==> src/rtl/clkoe_pkg.sv <==
package clkoe_pkg;

    localparam int NUM_DIFF = 5;
    localparam int NUM_SE   = 4;
    localparam int NUM_OUT  = NUM_DIFF + NUM_SE;

    // control byte 0 fields
    localparam int B0_MODE_SW  = 6;
    localparam int B0_SW_EN    = 5;
    localparam int B0_SE50_TWO = 0;

    // control byte 1 fields
    localparam int B1_SE32     = 7;
    localparam int B1_SE50_ONE = 6;
    localparam int B1_SE_SEL   = 5;

    // source that currently governs the global enable
    typedef enum logic [1:0] {
        GSRC_PIN    = 2'd0,
        GSRC_SW_OFF = 2'd1,
        GSRC_SW_ON  = 2'd2
    } gsrc_e;

    // bit of control byte 3 that enables differential output idx
    function automatic int diff_bit(input int idx);
        case (idx)
            0:       return 1;
            1:       return 2;
            2:       return 4;
            3:       return 5;
            default: return 7;
        endcase
    endfunction

endpackage

==> src/rtl/clkoe_pin_filter.sv <==
module clkoe_pin_filter #(
    parameter int FILT_CYCLES = 10,
    parameter int SYNC_STAGES = 2
) (
    input  logic clk,
    input  logic rst_n,
    input  logic pin_n,
    output logic pd_req
);

    localparam int CW = $clog2(FILT_CYCLES + 1);
    localparam logic [CW-1:0] CNT_LAST = CW'(FILT_CYCLES - 1);

    typedef struct packed {
        logic [SYNC_STAGES-1:0] sync;
        logic [CW-1:0]          cnt;
        logic                   pd;
    } filt_st_t;

    filt_st_t st_d, st_q;
    logic     pin_s;

    assign pin_s = st_q.sync[SYNC_STAGES-1];

    always_comb begin
        st_d      = st_q;
        st_d.sync = {st_q.sync[SYNC_STAGES-2:0], pin_n};
        if (pin_s) begin
            // pin released: the request drops at once
            st_d.cnt = '0;
            st_d.pd  = 1'b0;
        end else if (st_q.cnt == CNT_LAST) begin
            // FILT_CYCLES consecutive low samples seen
            st_d.pd  = 1'b1;
        end else begin
            st_d.cnt = st_q.cnt + 1'b1;
        end
    end

    always_ff @(posedge clk or negedge rst_n) begin
        if (!rst_n) begin
            st_q.sync <= '1;
            st_q.cnt  <= '0;
            st_q.pd   <= 1'b0;
        end else begin
            st_q <= st_d;
        end
    end

    assign pd_req = st_q.pd;

endmodule

==> src/rtl/clkoe_global_sel.sv <==
module clkoe_global_sel
    import clkoe_pkg::*;
(
    input  logic  mode_sw,
    input  logic  sw_en,
    input  logic  pd_req,
    output gsrc_e src,
    output logic  global_en
);

    always_comb begin
        if (!mode_sw)   src = GSRC_PIN;
        else if (sw_en) src = GSRC_SW_ON;
        else            src = GSRC_SW_OFF;

        case (src)
            GSRC_PIN:    global_en = !pd_req;
            GSRC_SW_ON:  global_en = 1'b1;
            default:     global_en = 1'b0;
        endcase
    end

endmodule

==> src/rtl/clkoe_gate.sv <==
module clkoe_gate #(
    parameter int N = 9
) (
    input  logic         clk,
    input  logic         rst_n,
    input  logic         global_en,
    input  logic [N-1:0] en_bits,
    output logic [N-1:0] oe,
    output logic         pll_pd
);

    typedef struct packed {
        logic [N-1:0] oe;
        logic         pd;
    } gate_st_t;

    gate_st_t st_d, st_q;
    logic [N-1:0] oe_next;

    for (genvar g = 0; g < N; g++) begin : g_out
        assign oe_next[g] = global_en & en_bits[g];
    end

    always_comb begin
        st_d    = st_q;
        st_d.oe = oe_next;
        st_d.pd = !global_en;
    end

    always_ff @(posedge clk or negedge rst_n) begin
        if (!rst_n) begin
            st_q.oe <= '0;
            st_q.pd <= 1'b1;
        end else begin
            st_q <= st_d;
        end
    end

    assign oe     = st_q.oe;
    assign pll_pd = st_q.pd;

endmodule

==> src/rtl/clkoe_ctrl.sv <==
module clkoe_ctrl
    import clkoe_pkg::*;
#(
    parameter int FILT_CYCLES = 10,
    parameter int SYNC_STAGES = 2
) (
    input  logic                clk,
    input  logic                rst_n,
    input  logic                pd_pin_n,
    input  logic [7:0]          cfg0_i,
    input  logic [7:0]          cfg1_i,
    input  logic [7:0]          cfg3_i,
    output logic [NUM_DIFF-1:0] hcsl_oe,
    output logic [NUM_SE-1:0]   se_oe,
    output logic                pll_pd
);

    logic                pd_req;
    logic                global_en;
    gsrc_e               src;
    logic [NUM_DIFF-1:0] diff_bits;
    logic [NUM_SE-1:0]   se_bits;
    logic [NUM_OUT-1:0]  oe_all;
    logic                unused_cfg;

    clkoe_pin_filter #(
        .FILT_CYCLES (FILT_CYCLES),
        .SYNC_STAGES (SYNC_STAGES)
    ) i_filt (
        .clk    (clk),
        .rst_n  (rst_n),
        .pin_n  (pd_pin_n),
        .pd_req (pd_req)
    );

    clkoe_global_sel i_gsel (
        .mode_sw   (cfg0_i[B0_MODE_SW]),
        .sw_en     (cfg0_i[B0_SW_EN]),
        .pd_req    (pd_req),
        .src       (src),
        .global_en (global_en)
    );

    for (genvar g = 0; g < NUM_DIFF; g++) begin : g_diff
        assign diff_bits[g] = cfg3_i[diff_bit(g)];
    end

    assign se_bits[0] = cfg1_i[B1_SE50_ONE];
    assign se_bits[1] = cfg0_i[B0_SE50_TWO];
    assign se_bits[2] = cfg1_i[B1_SE_SEL];
    assign se_bits[3] = cfg1_i[B1_SE32];

    clkoe_gate #(
        .N (NUM_OUT)
    ) i_gate (
        .clk       (clk),
        .rst_n     (rst_n),
        .global_en (global_en),
        .en_bits   ({se_bits, diff_bits}),
        .oe        (oe_all),
        .pll_pd    (pll_pd)
    );

    assign hcsl_oe = oe_all[NUM_DIFF-1:0];
    assign se_oe   = oe_all[NUM_OUT-1:NUM_DIFF];

    assign unused_cfg = ^{cfg0_i[7], cfg0_i[4:1], cfg1_i[4:0],
                          cfg3_i[6], cfg3_i[3], cfg3_i[0], src};

endmodule

==> config.mk <==
export PLATFORM = sky130hd
export DESIGN_NAME = clkoe_ctrl
export DESIGN_NICKNAME = d
export VERILOG_FILES = /design/src/rtl/clkoe_pkg.sv /design/src/rtl/clkoe_pin_filter.sv /design/src/rtl/clkoe_global_sel.sv /design/src/rtl/clkoe_gate.sv /design/src/rtl/clkoe_ctrl.sv
export SDC_FILE = /design/constraint.sdc
export NUM_CORES = 1
export LEC_CHECK = 0
export ABC_AREA = 0
export BUFFER_PORTS_ARGS = -buffer_cell sky130_fd_sc_hd__clkbuf_2
export CAP_MARGIN = 10
export CORE_ASPECT_RATIO = 1.1
export CORE_MARGIN = 10
export CORE_UTILIZATION = 25
export CTS_CLUSTER_SIZE = 10
export DETAILED_ROUTE_END_ITERATION = 10
export GPL_ROUTABILITY_DRIVEN = 0
export PLACE_DENSITY_LB_ADDON = 0.2
export SYNTH_ARGS = -nofsm -noshare
export SYNTH_HDL_FRONTEND = slang
export SYNTH_HIERARCHICAL = 1
export SYNTH_SLANG_ARGS = --single-unit
==> constraint.sdc <==
create_clock -name clk -period 1.3 [get_ports clk]
set_clock_uncertainty 0.1 [all_clocks]
set_input_delay 0.13 -clock clk [delete_from_list [all_inputs] [get_ports clk]]
set_output_delay 0.13 -clock clk [all_outputs]
set_load 0.1 [all_outputs]
-- Word level (Yosys, flattened, before mapping)
Cells that the tools add are included.
- flip-flop bits (word level): 17
- reduce and logical (&&, ||, !) cells: 4
- mux-type cells: 6
- equal/unequal tests: 3
- bitwise operators: 9
- add/subtract/negate cells: 1
- operators by type and width (kind ; count):
    $and 1x1->1 ; 9
    $mux 5 ; 1
    $add 4x1->4 const B ; 1
    $eq 4x4->1 const B ; 1
    $mux 2 ; 2
    $mux 4 ; 1
    $eq 2x2->1 const B ; 1
    $logic_not 1->1 ; 2
    $logic_not 2->1 ; 1
    $ne 2x1->1 const B ; 1
    $pmux 1 s2 ; 1
    $reduce_bool 2->1 ; 1
    $mux 1 ; 1

-- Longest topological paths before layout
- depth after elaboration: 5
- depth in mapped cells: 5
- mapped depth without buffers: 5

-- Modules after synthesis
The synthesis kept the hierarchy.
- modules (own cells, without submodules) (module ; seq. area each (um^2) ; area an instance (um^2) ; cells an instance ; times used):
    clkoe_gate ; 251.5 ; 311.5 ; 20 ; 1
    clkoe_pin_filter ; 177.7 ; 299.0 ; 24 ; 1
    clkoe_global_sel ; 0.0 ; 25.0 ; 3 ; 1

-- Least setup slack after synthesis
No wires, ideal clock.
- path kind: register -> register
- start point: reg i_filt/st_q[2] (netlist name)
- end point: reg i_filt/st_q[1] (netlist name)
- buffers on the path: 0
- clock period less this slack: 1.126 ns
- setup time: 0.119 ns
- arrival time: 0.907 ns
- setup slack: 0.174 ns
- cell stages (with the launch flop): 6
- data required time: 1.081 ns
- path through: dfrtp_1 -> inv_1 -> ha_1 -> nand3b_4 -> xnor2_1 -> nor2_1
- cells in the longest elaborated chain, start to end: 2
- ends and longest elaborated chain (what ; line ; source):
    start: declaration ; clkoe_pin_filter.sv:20 ; filt_st_t st_d, st_q;
    start signal: assignment ; clkoe_pin_filter.sv:46 ; st_q <= st_d;
    $eq 4x4->1 ; clkoe_pin_filter.sv:32 ; end else if (st_q.cnt == CNT_LAST) begin
    $ne 2x1->1 (no source line) ; - ;
Every way passes these cells.
A chain may end at the register's enable or synchronous reset.

-- Worst setup path after layout
- start point: reg i_gate.st_q, in the netlist i_gate/pll_pd
- end point: out pll_pd
- RTL lines (what ; line ; source):
    start: declaration ; clkoe_gate.sv:17 ; gate_st_t st_d, st_q;
    start signal: assignment ; clkoe_gate.sv:35 ; st_q <= st_d;
    end: declaration ; clkoe_ctrl.sv:15 ; output logic pll_pd
No word-level cell between the ends.

==> reports/results.ini <==
[worst_setup_path]
crit_chain = buf_12
setup.worst_path.class = flip-flop to output pin
path_delay_family = flip-flops
critPathRequiredTime_ns = 1.07
cp_data_arrival_time_ns = 1.00
cpPeakStageDelay_ns = 0.55
path_buf_inv = 1
path_max_fanout = 1
worst_path_max_delay_cell = dfstp_2
cp-start-kind = flip-flop
cp-end-kind = output pin

[timing]
relSlewSlack_pct = 72.8
period_share_pct = 94.9
finalSetupViolations = 0
fmax_mhz = 811
timing.final.crit_period_ns = 1.23
hold_slack_ns = 0.136
hold_violations = 0
finalSetupTns_ns = 0
maxSlewViolCount = 0
rsz0062_at_grt = false
final.setup.worst_slack_ns = 0.0668
tightest_slew_ns = 0.408

[global_routing]
antenna_found_initial = 0
grt_max_degree = 18
grt_pass1_wl_um = 2460
overflow = 0
grt_util_all_layers_pct = 6.56
grt_pass1_vias = 573

[floorplan]
die_x_um = 67.7
row_count = 18
die-area_sq_um = 4910
initial_core_util_pct = 27.0
ioPinCount = 37
core_area_sq_um = 2320
die_h_um = 72.5

[detailed_routing]
met2_length_um = 690
drt-initial-drc-count = 3
topRoutingLayerUsed = met4
via_per_inst = 4.01
wl_per_cell_um = 11.9
routed_wl_um = 1380
drtAntennaViolNets = 0
drc = 0
wl_met3_um = 216
first_pass_iters = 2
via_count = 465
wl_met1_um = 462

[placed_design]
place_ws_ns = 0.0991
dp_cells = 101
hpwl_um = 1060
post_dp_cell_area_sq_um = 945
io_buffer_count = 23

[logic_synthesis]
syn_area_per_cell_sq_um = 13.6
syn-cell-area_sq_um = 627
synth_nets = 75
syn_inst = 46
yosysWarningCount = 6

[clock_tree]
htree_levels = 1
cts_tree = built
clock_sinks = 17
cts-root-buf = clkbuf_4
clk_pin_slew_worst_paths_ns = 0.09
clockBufferDepth = 2
cts_buffers = 3
clock_latency_ns = 0.28

[final_layout]
nNetsFinal = 116
fin_util_pct = 46.6
area_growth_pct = 72.5
final_area_sq_um = 1080
layout-drive-gt1-share_pct = 38.4
multi_input_area_sq_um = 186
final_cells = 116
fill_cells = 206
diodes = 0
regArea_sq_um = 429

[power_and_ir_drop]
p_leak_nw = 0.533
irDropWorstVdd_mv = 0.790
finalPower_mw = 1.20
power_density_nw_per_um2 = 1110

[status]
status = finished, final reports clean

[run]
maxCapViolations = 0

[worst_hold_path]
hp-class = primary input to flip-flop

-- cell usage in the layout (no fill, tap or decap) --
master	instances
nand3b_4	1
xor2_1	1
nand2_1	1
buf_4	2
mux2i_1	1
dlygate4sd3_1	11
o21bai_1	1
ha_1	2
o31ai_1	1
nor2_1	4
a21oi_1	2
inv_1	3
xnor2_1	1
buf_12	10
and2_4	1
clkbuf_1	1
nand3_1	1
dfrtp_1	14
and2_1	9
clkbuf_4	3
clkbuf_2	13
dfstp_2	3
-- worst min-delay path, delay by kind of cell --
kind / cells / cell delay (ns)
buffers and inverters: 3 / 0.27
AOI/OAI and AO/OA: 1 / 0.08
-- worst paths after layout --
path | startpoint | slack, ns | cells after the start | endpoint
hold reg to reg | i_filt/st_d[6] | 0.26 | 0 | i_filt/pin_s
max in group asynchronous | rst_n | 0.57 | 2 | i_filt/st_d[6]
min in group asynchronous | rst_n | 0.21 | 2 | i_filt/st_q[3]
hold / removal | cfg0_i[6] | 0.14 | 4 | i_gate/pll_pd
setup reg to reg | i_filt/st_q[2] | 0.08 | 5 | i_filt/st_q[1]
setup / recovery | i_gate/pll_pd | 0.07 | 1 | pll_pd
-- what timing repair did --
item / 4_1_cts / 5_1_grt
gates resized for setup: 0 / 0
buffers inserted: 0 / 0
endpoints found under the hold margin: 27 / 0
hold buffers: 11 / 0
-- area by class of cell --
class,count,share of cell area [%]
clock buffers,4,2.43
repair buffers,36,36.1
multi-input cells,26,17.2
well taps,30,3.47
flip-flops and latches,17,39.7
inverters,3,1.04
-- flip-flops by register name (all words and copies together) (netlist names) --
register       cells
i_filt/pd_req      1
i_filt/st_q        4
i_filt/pin_s       1
i_gate/pll_pd      1
i_gate/oe          9
i_filt/st_d        1
-- report_power, final --
part,internal (mW),switching (mW)
clock network,0.119,0.150
registers,0.563,0.0285
logic,0.140,0.200
total,0.823,0.379
-- routing by layer --
layer | vias to the layer above | global-route usage (%)
met5 | - | 0
met4 | 0 | 4.11
met3 | 2 | 4.92
met2 | 17 | 10.1
met1 | 221 | 5.93
li1 | 225 | -
Note: power is estimated with default switching activity, not from simulation.
